===== config.mk =====
export PLATFORM = sky130hd
export DESIGN_NAME = rstpm_ctrl
export DESIGN_NICKNAME = d
export VERILOG_FILES = /design/src/rtl/rstpm_pkg.sv /design/src/rtl/rstpm_pin_qual.sv /design/src/rtl/rstpm_cause.sv /design/src/rtl/rstpm_ctrl.sv
export SDC_FILE = /design/constraint.sdc
export NUM_CORES = 1
export LEC_CHECK = 0
export ABC_AREA = 1
export CAP_MARGIN = 20
export CORE_MARGIN = 3
export CORE_UTILIZATION = 51
export DETAILED_ROUTE_END_ITERATION = 6
export GPL_TIMING_DRIVEN = 0
export PLACE_DENSITY = 0.95
export SYNTH_ARGS = -nofsm -noshare
export SYNTH_HDL_FRONTEND = slang
export SYNTH_HIERARCHICAL = 1
export SYNTH_SLANG_ARGS = --single-unit

===== constraint.sdc =====
create_clock -name clk -period 2.8 [get_ports clk]
set_input_delay 0.56 -clock clk [delete_from_list [all_inputs] [get_ports clk]]
set_output_delay 0.56 -clock clk [all_outputs]
set_load 0.01 [all_outputs]

===== src/rtl/rstpm_pkg.sv =====
package rstpm_pkg;

    typedef enum logic [3:0] {
        ST_STARTUP  = 4'd0,
        ST_RUN      = 4'd1,
        ST_STOP     = 4'd2,
        ST_BROWNOUT = 4'd3,
        ST_WDT_HOLD = 4'd4,
        ST_INT_HOLD = 4'd5,
        ST_EXT_HOLD = 4'd6,
        ST_EXT_REL  = 4'd7,
        ST_WAKE     = 4'd8
    } seq_state_e;

    typedef enum logic [1:0] {
        PWR_BROWNOUT = 2'd0,
        PWR_RUN      = 2'd1,
        PWR_STOP     = 2'd2
    } pwr_state_e;

    localparam int CAUSE_POR = 0;
    localparam int CAUSE_WDT = 1;
    localparam int CAUSE_EXT = 2;
    localparam int CAUSE_INT = 3;
    localparam int N_CAUSE   = 4;

endpackage


===== src/rtl/rstpm_pin_qual.sv =====
module rstpm_pin_qual #(
    parameter int SYNC_STAGES = 2,
    parameter int QUAL_CYC    = 4
) (
    input  logic clk,
    input  logic rst_n,
    input  logic pin_n,
    output logic pin_low_sync,
    output logic qual_low
);
    localparam int QW = $clog2(QUAL_CYC + 1);
    localparam logic [QW-1:0] QMAX = QW'(QUAL_CYC - 1);

    logic [SYNC_STAGES-1:0] sync_q;
    logic [QW-1:0]          low_cnt;

    // synchronizer chain, idle high
    always_ff @(posedge clk or negedge rst_n) begin
        if (!rst_n) sync_q <= '1;
        else        sync_q <= {sync_q[SYNC_STAGES-2:0], pin_n};
    end

    assign pin_low_sync = !sync_q[SYNC_STAGES-1];

    // consecutive-low counter, saturating
    always_ff @(posedge clk or negedge rst_n) begin
        if (!rst_n)               low_cnt <= '0;
        else if (!pin_low_sync)   low_cnt <= '0;
        else if (low_cnt != QMAX) low_cnt <= low_cnt + QW'(1);
    end

    assign qual_low = pin_low_sync && (low_cnt == QMAX);

endmodule


===== src/rtl/rstpm_cause.sv =====
module rstpm_cause #(
    parameter int          N       = 4,
    parameter logic [N-1:0] RST_VAL = '0
) (
    input  logic         clk,
    input  logic         rst_n,
    input  logic [N-1:0] set_i,
    input  logic [N-1:0] clr_i,
    output logic [N-1:0] flags_o
);
    for (genvar i = 0; i < N; i++) begin : g_flag
        logic flag_q;
        always_ff @(posedge clk or negedge rst_n) begin
            if (!rst_n)        flag_q <= RST_VAL[i];
            else if (set_i[i]) flag_q <= 1'b1;
            else if (clr_i[i]) flag_q <= 1'b0;
        end
        assign flags_o[i] = flag_q;
    end

endmodule


===== src/rtl/rstpm_ctrl.sv =====
module rstpm_ctrl
    import rstpm_pkg::*;
#(
    parameter int         STARTUP_CYC = 16,
    parameter int         HOLD_CYC    = 12,
    parameter int         EXT_REL_CYC = 8,
    parameter int         WAKE_CYC    = 6,
    parameter int         QUAL_CYC    = 4,
    parameter int         SYNC_STAGES = 2,
    parameter logic [6:0] SW_RST_ADDR = 7'h34,
    parameter logic [7:0] SW_RST_DATA = 8'hBB
) (
    input  logic       clk,
    input  logic       por_n,
    input  logic       brownout,
    input  logic       wdt_timeout,
    input  logic       ext_rst_n,
    input  logic       i2c_wr_stb,
    input  logic [6:0] i2c_addr,
    input  logic [7:0] i2c_data,
    input  logic       isp_done,
    input  logic       isp_rst_en,
    input  logic       stop_set,
    input  logic       wake_port,
    input  logic       wake_i2c_start,
    input  logic       wake_svm,
    input  logic [3:0] cause_clr,
    output logic       core_rst,
    output logic       pin_drv_low,
    output logic [1:0] pwr_state,
    output logic [3:0] cause_flags
);
    localparam int M1      = (STARTUP_CYC > HOLD_CYC) ? STARTUP_CYC : HOLD_CYC;
    localparam int M2      = (EXT_REL_CYC > WAKE_CYC) ? EXT_REL_CYC : WAKE_CYC;
    localparam int MAX_CYC = (M1 > M2) ? M1 : M2;
    localparam int CW      = $clog2(MAX_CYC + 1);

    localparam logic [CW-1:0] LD_STARTUP = CW'(STARTUP_CYC - 1);
    localparam logic [CW-1:0] LD_HOLD    = CW'(HOLD_CYC - 1);
    localparam logic [CW-1:0] LD_EXT_REL = CW'(EXT_REL_CYC - 1);
    localparam logic [CW-1:0] LD_WAKE    = CW'(WAKE_CYC - 1);

    seq_state_e         st_q, st_d;
    logic [CW-1:0]      cnt_q, cnt_d;
    logic [N_CAUSE-1:0] cause_set;
    logic               pin_low_sync, pin_qual;
    logic               int_req, wake_evt;

    rstpm_pin_qual #(
        .SYNC_STAGES (SYNC_STAGES),
        .QUAL_CYC    (QUAL_CYC)
    ) u_pin (
        .clk          (clk),
        .rst_n        (por_n),
        .pin_n        (ext_rst_n),
        .pin_low_sync (pin_low_sync),
        .qual_low     (pin_qual)
    );

    rstpm_cause #(
        .N       (N_CAUSE),
        .RST_VAL (N_CAUSE'(1) << CAUSE_POR)
    ) u_cause (
        .clk     (clk),
        .rst_n   (por_n),
        .set_i   (cause_set),
        .clr_i   (cause_clr),
        .flags_o (cause_flags)
    );

    assign int_req  = (i2c_wr_stb && (i2c_addr == SW_RST_ADDR) && (i2c_data == SW_RST_DATA))
                    || (isp_done && isp_rst_en);
    assign wake_evt = wake_port || wake_i2c_start || wake_svm;

    // next-state logic
    always_comb begin
        st_d      = st_q;
        cnt_d     = (cnt_q != '0) ? cnt_q - CW'(1) : cnt_q;
        cause_set = '0;
        if (brownout) begin
            st_d = ST_BROWNOUT;
        end else begin
            unique case (st_q)
                ST_STARTUP, ST_WDT_HOLD, ST_INT_HOLD, ST_EXT_REL, ST_WAKE: begin
                    if (cnt_q == '0) st_d = ST_RUN;
                end
                ST_BROWNOUT: begin
                    st_d  = ST_STARTUP;
                    cnt_d = LD_STARTUP;
                end
                ST_RUN: begin
                    if (wdt_timeout) begin
                        st_d                 = ST_WDT_HOLD;
                        cnt_d                = LD_HOLD;
                        cause_set[CAUSE_WDT] = 1'b1;
                    end else if (int_req) begin
                        st_d                 = ST_INT_HOLD;
                        cnt_d                = LD_HOLD;
                        cause_set[CAUSE_INT] = 1'b1;
                    end else if (pin_qual) begin
                        st_d                 = ST_EXT_HOLD;
                        cause_set[CAUSE_EXT] = 1'b1;
                    end else if (stop_set) begin
                        st_d = ST_STOP;
                    end
                end
                ST_STOP: begin
                    if (pin_low_sync) begin
                        st_d                 = ST_WAKE;
                        cnt_d                = LD_WAKE;
                        cause_set[CAUSE_EXT] = 1'b1;
                    end else if (wake_evt) begin
                        st_d = ST_RUN;
                    end
                end
                ST_EXT_HOLD: begin
                    if (!pin_low_sync) begin
                        st_d  = ST_EXT_REL;
                        cnt_d = LD_EXT_REL;
                    end
                end
                default: begin
                    st_d  = ST_STARTUP;
                    cnt_d = LD_STARTUP;
                end
            endcase
        end
    end

    // state register
    always_ff @(posedge clk or negedge por_n) begin
        if (!por_n) begin
            st_q  <= ST_STARTUP;
            cnt_q <= LD_STARTUP;
        end else begin
            st_q  <= st_d;
            cnt_q <= cnt_d;
        end
    end

    // registered outputs from the next state
    always_ff @(posedge clk or negedge por_n) begin
        if (!por_n) begin
            core_rst    <= 1'b1;
            pin_drv_low <= 1'b0;
            pwr_state   <= PWR_RUN;
        end else begin
            core_rst    <= !((st_d == ST_RUN) || (st_d == ST_STOP));
            pin_drv_low <= (st_d == ST_WDT_HOLD);
            unique case (st_d)
                ST_BROWNOUT: pwr_state <= PWR_BROWNOUT;
                ST_STOP:     pwr_state <= PWR_STOP;
                default:     pwr_state <= PWR_RUN;
            endcase
        end
    end

endmodule


=== Yosys cells after proc, flatten, opt, wreduce, memory -nomap -nowiden ===
Index checks and enable logic that the tools add are counted.

* Multiply operators: 0
* $lt $le $gt $ge: 0
* Add/subtract/negate cells: 2
* Shift operators: 0
* Reductions and logical operators: 18
* Div/mod/pow operators: 0
* Bitwise operators: 0
* Eq/ne operators: 15
* Muxes and demuxes: 36

{| class="wikitable"
|+ Operators by type and width
! kind !! count
|-
| $mux 4 || 9
|-
| $mux 5 || 6
|-
| $eq 4x3->1 const B || 5
|-
| $pmux 5 s4 || 1
|-
| $pmux 4 s4 || 1
|-
| $mux 1 || 13
|-
| $eq 4x2->1 const B || 3
|-
| $mux 3 || 3
|-
| $eq 4x1->1 const B || 2
|-
| $eq 8x8->1 const B || 1
|-
| $reduce_bool 2->1 || 4
|-
| $eq 7x6->1 const B || 1
|-
| $logic_not 5->1 || 1
|-
| $reduce_bool 5->1 || 1
|-
| $reduce_or 5->1 || 1
|-
| $sub 5x1->5 const B || 1
|-
| $eq 4x4->1 const B || 1
|-
| $logic_and 1x1->1 || 4
|-
| $logic_not 4->1 || 1
|-
| $logic_or 1x1->1 || 4
|-
| $pmux 2 s2 || 1
|-
| $add 3x1->3 const B || 1
|-
| $eq 3x2->1 const B || 1
|-
| $ne 3x2->1 const B || 1
|-
| 3 further kinds || 4
|}

* Register bits: 22
* Memories: 0
* Output and inout port bits: 8
* Bits in latches: 0
* Memory bits (read-only): 0
* Logic and storage cells: 82
* Bits in writable memories: 0

=== Longest topological paths before layout ===
* Depth after elaboration: 11
* Gate-level depth with buffers: 12

=== Hierarchy ===
The synthesis kept the hierarchy.

{| class="wikitable"
|+ Modules (own cells, without submodules)
! module !! instances !! area each (um2) !! seq. area each (um2) !! cells each
|-
| rstpm_ctrl || 1 || 989.7 || 332.8 || 152
|-
| rstpm_pin_qual || 1 || 215.2 || 127.6 || 22
|-
| rstpm_cause || 1 || 191.4 || 101.3 || 24
|}

=== Worst setup path before layout ===
OpenSTA, ideal clock, no wires.

* Kind: register to register
* Start: register cnt_q[0]
* End: register pwr_state[1]
* Data required time: 2.687 ns
* Setup slack: 1.284 ns
* Cell stages (with the launch flop): 11
* Buffers on the path: 0
* Clock period less this slack: 1.516 ns
* Library setup time: 0.113 ns
* Arrival time: 1.402 ns
* Path through: dfstp_2 > inv_1 > ha_1 > nand3_2 > nand3_1 > nand3_1 > nand2_1 > nand2_1 > nand2_1 > nand3_2 > nor2_2

* Cells in the longest elaborated chain, start to end: 6

{| class="wikitable"
|+ Ends and longest elaborated chain
! item !! line !! RTL
|-
| from (decl) || rstpm_ctrl.sv:44 || <nowiki>logic [CW-1:0] cnt_q, cnt_d;</nowiki>
|-
| from (signal assigned) || rstpm_ctrl.sv:137 || <nowiki>cnt_q <= cnt_d;</nowiki>
|-
| $logic_not 5->1 (*) || rstpm_ctrl.sv:85 || <nowiki>if (cnt_q == '0) st_d = ST_RUN;</nowiki>
|-
| $mux 4 (*) || rstpm_ctrl.sv:85 ||
|-
| $pmux 4 s4 (*) || rstpm_ctrl.sv:83 || <nowiki>unique case (st_q)</nowiki>
|-
| $mux 4 (*) || rstpm_ctrl.sv:80 || <nowiki>if (brownout) begin</nowiki>
|-
| $eq 4x2->1 || rstpm_ctrl.sv:150 || <nowiki>unique case (st_d)</nowiki>
|-
| $pmux 2 s2 (*) || rstpm_ctrl.sv:150 ||
|-
| to (signal assigned) || rstpm_ctrl.sv:151 || <nowiki>ST_BROWNOUT: pwr_state <= PWR_BROWNOUT;</nowiki>
|-
| to (signal assigned) || rstpm_ctrl.sv:152 || <nowiki>ST_STOP: pwr_state <= PWR_STOP;</nowiki>
|-
| to (signal assigned) || rstpm_ctrl.sv:153 || <nowiki>default: pwr_state <= PWR_RUN;</nowiki>
|-
| to (decl) || rstpm_ctrl.sv:30 || <nowiki>output logic [1:0] pwr_state,</nowiki>
|}

Mark *: on every way between the ends. The rest lies on a longest branch, timed or not.
A chain may end at the register's enable or synchronous reset.

=== Final worst setup path ===
* Start: register u_cause.g_flag[0].flag_q
* End: output cause_flags[0]

{| class="wikitable"
|+ RTL lines
! item !! line !! RTL
|-
| from (decl) || rstpm_cause.sv:12 || <nowiki>logic flag_q;</nowiki>
|-
| from (signal assigned) || rstpm_cause.sv:14 || <nowiki>if (!rst_n) flag_q <= RST_VAL[i];</nowiki>
|-
| to (decl) || rstpm_ctrl.sv:31 || <nowiki>output logic [3:0] cause_flags</nowiki>
|}

No word-level cell between the ends.

==> metrics.json <==
{
  "run_status": {
    "status": "finished clean"
  },
  "layout": {
    "fillers": 205,
    "core_occupancy_in_the_finished_layout": 0.7296,
    "area_growth_syn_to_layout_pct": 32.97,
    "drive_gt1_frac": 0.1464,
    "num-nets-final": 274,
    "antennaDiodeCount": 0,
    "finish.cell_count_without_fillers": 269
  },
  "place": {
    "placedCellCount": 265,
    "dp_hpwl_mm": 2.455,
    "gp_congestion": 0.9347,
    "placement.io_buffers": 37
  },
  "timing": {
    "worst-slew-pin-transition_ps": 926.5,
    "finalClockSkew_ps": 17.72,
    "timing.final.crit_period_ps": 2028,
    "rsz0062_at_grt": "no",
    "finalCritPeriodShare": 0.7244,
    "max_clock_freq_ghz": 0.4930,
    "timing_hold_violations_final": 0,
    "count_of_final_max_slew_check_failures": 0,
    "timing.final.setup_violations": 0,
    "hold_ws_ps": 362.6,
    "fin_setup_tns_ps": 0,
    "max_slew_margin": 0.3804
  },
  "clocking": {
    "tritoncts_num_sinks": 22,
    "tritoncts": "yes",
    "clk-insertion-delay-late_ps": 320,
    "clockBufferDepth": 2,
    "cts.root.buffer_cell": "clkbuf_4",
    "ctsResizeCount": 0,
    "holdBufCountCts": 0,
    "htree_num_levels": 1,
    "postCtsSetupRepairBufs": 0,
    "clk_transition_reported_paths_ps": 110,
    "numCtsBuffers": 3
  },
  "worst_setup_path": {
    "critical_path.max_stage_delay_ps": 550,
    "timing.critical_path.cells": "buf_4 -> clkdlybuf4s50_1",
    "timing.critical_path.to_type": "primary output",
    "crit_required_ps": 2240,
    "critPathKind": "reg2out",
    "worst_path_dominant_cell_family": "buffers and inverters",
    "start_kind": "flip-flop",
    "worst_path_buffer_plus_inverter_count": 2,
    "timing.reg2reg.setup_slack_ps": 1040,
    "critical_path.slowest_cell": "dfstp_2",
    "critPathMaxFanout": 2,
    "critPathArrivalTime_ps": 1470
  },
  "floorplan": {
    "start_util": 0.5487,
    "core_sq_um": 2545,
    "num_io_pins": 39,
    "floorplan.die.height_um": 58.33,
    "standard_cell_row_count": 18,
    "die_area_sq_um": 3402,
    "horiz_die_dim_um": 58.33
  },
  "logic_synthesis": {
    "yosys_warnings": 6,
    "synth.top_cell.area_share": 0.2330,
    "synthTopCellsByArea": "dfrtp_1, dfstp_2, nand2_1, inv_1, nand3_1",
    "yosys.area.top_type": "dfrtp_1",
    "synth_cells": 198,
    "synth_enable_flop_cells": 0,
    "postSynth.asyncResetShare": 1.000,
    "synth.most_common_cell": "nand2_1",
    "synth_flop_cell": "dfrtp_1",
    "yosys.cell_types.count": 24,
    "average_size_of_a_mapped_cell_sq_um": 7.052,
    "synth-seq-cells": 22,
    "synth.cell_area_sq_um": 1396,
    "synthTopCellsByCount": "nand2_1, inv_1, nor2_1",
    "postSynthNetCount": 232,
    "synth_seq_area_share": 0.4023
  },
  "global_route": {
    "first_pass_grt_wire_length_mm": 5.209,
    "grt_util_all_layers": 0.1963,
    "grt_antenna_before_repair": 0,
    "number_of_global_route_vias_before_repair": 1220,
    "grt_overflow_total": 0,
    "grt_max_degree": 23
  },
  "detailed_routing": {
    "remaining_drc_errors": 0,
    "drt-pass1-iter-count": 4,
    "overall_routed_net_length_mm": 2.993,
    "detailroute.via_count": 1322,
    "detail_route.vias_per_cell": 4.914,
    "post_dr_wirelength_cell_um": 11.13,
    "drt.antenna.violating_nets": 0,
    "initialDrtViolationCount": 39
  },
  "power": {
    "total_power_uw": 1300,
    "leakage_power_uw": 0.0009691,
    "max-vdd-ir-drop_mv": 0.7512,
    "power.density_cell_area_nw_per_um2": 700.2
  },
  "min_path": {
    "hold_path.class": "reg2reg"
  },
  "flow_run": {
    "drv_cap": 0
  }
}
==> cells by family after synthesis <==
group	after synthesis	share of synthesized area
buffers and inverters	43	0.1272
AOI/OAI and AO/OA	15	0.06094
DFF	22	0.4023
adders and majority gates	3	0.02688
other	1	0.002686
xor gates and xnor gates	2	0.01255
and+or+nand+nor	112	0.3674
==> metal layers <==
metal	vias up	global-route usage	share of wire
met5	-	0	0
met4	0	0.04636	0.0090
met3	4	0.05702	0.073
met2	38	0.3285	0.49
met1	590	0.2504	0.42
li1	690	-	-
==> power by group <==
group / internal [uW] / leakage (uW) / total (uW) / switching (uW)
logic: 250 / 0.000676 / 571 / 321
clock network: 145 / 0.0000279 / 246 / 101
registers: 428 / 0.000266 / 483 / 55.0
total: 822 / 0.000969 / 1300 / 478
==> per-stage QoR <==
stage,setup WS [ps],instance area (sq um)
floorplan,1284,1396
global placement,816.9,1804
detailed placement,715.5,1804
CTS,755.9,1857
global route,696.9,1857
finish,771.6,1857
==> registers in the layout (all words and copies together) (netlist names) <==
| name | flops |
|---|---|
| u_cause/g_flag.flag_q | 4 |
| pin_drv_low | 1 |
| st_q | 4 |
| u_pin/sync_q | 2 |
| cnt_q | 5 |
| u_pin/low_cnt | 3 |
| pwr_state | 2 |
| core_rst | 1 |
==> cell type report <==
class	instances	area, sq um	share of cell area
repair buffers	37	370.4	0.1995
flip-flops and latches	22	561.8	0.3026
clock buffers	3	22.52	0.01213
well taps	30	37.54	0.02022
inverters	38	142.6	0.07682
clock inverters	1	30.03	0.01617
plain buffers	5	35.03	0.01887
multi-input cells	133	656.9	0.3538
==> final timing paths <==
kind / to / start / depth (start not counted)
worst max-delay path: cause_flags[0] / u_cause/g_flag[0].flag_q$_DFFE_PN1P_ / 2
worst max register to register: pwr_state[1]$_DFF_PN0_ / cnt_q[0]$_DFF_PN1_ / 8
max in group asynchronous: u_cause/g_flag[3].flag_q$_DFFE_PN0P_ / por_n / 1
min in group asynchronous: cnt_q[4]$_DFF_PN0_ / por_n / 1
worst min-delay path: u_pin/sync_q[1]$_DFF_PN1_ / u_pin/sync_q[0]$_DFF_PN1_ / 0
worst min register to register: u_pin/sync_q[1]$_DFF_PN1_ / u_pin/sync_q[0]$_DFF_PN1_ / 0
==> cell usage in the layout (no fill, tap or decap), types with 2 or more instances in the layout <==
| cell type | instances |
|---|---|
| clkbuf_4 | 3 |
| nand2_2 | 3 |
| nor2_4 | 2 |
| nand3_1 | 18 |
| dfrtp_1 | 13 |
| nand4_1 | 5 |
| nor3_1 | 3 |
| clkdlybuf4s50_1 | 37 |
| buf_4 | 4 |
| a21oi_1 | 6 |
| o21ai_0 | 5 |
| nor2_2 | 5 |
| xor2_1 | 2 |
| dfstp_2 | 9 |
| nand2_1 | 54 |
| nand3_2 | 3 |
| inv_1 | 34 |
| ha_1 | 3 |
| inv_2 | 4 |
| nor2_1 | 19 |
(Power assumes the default switching activity.)
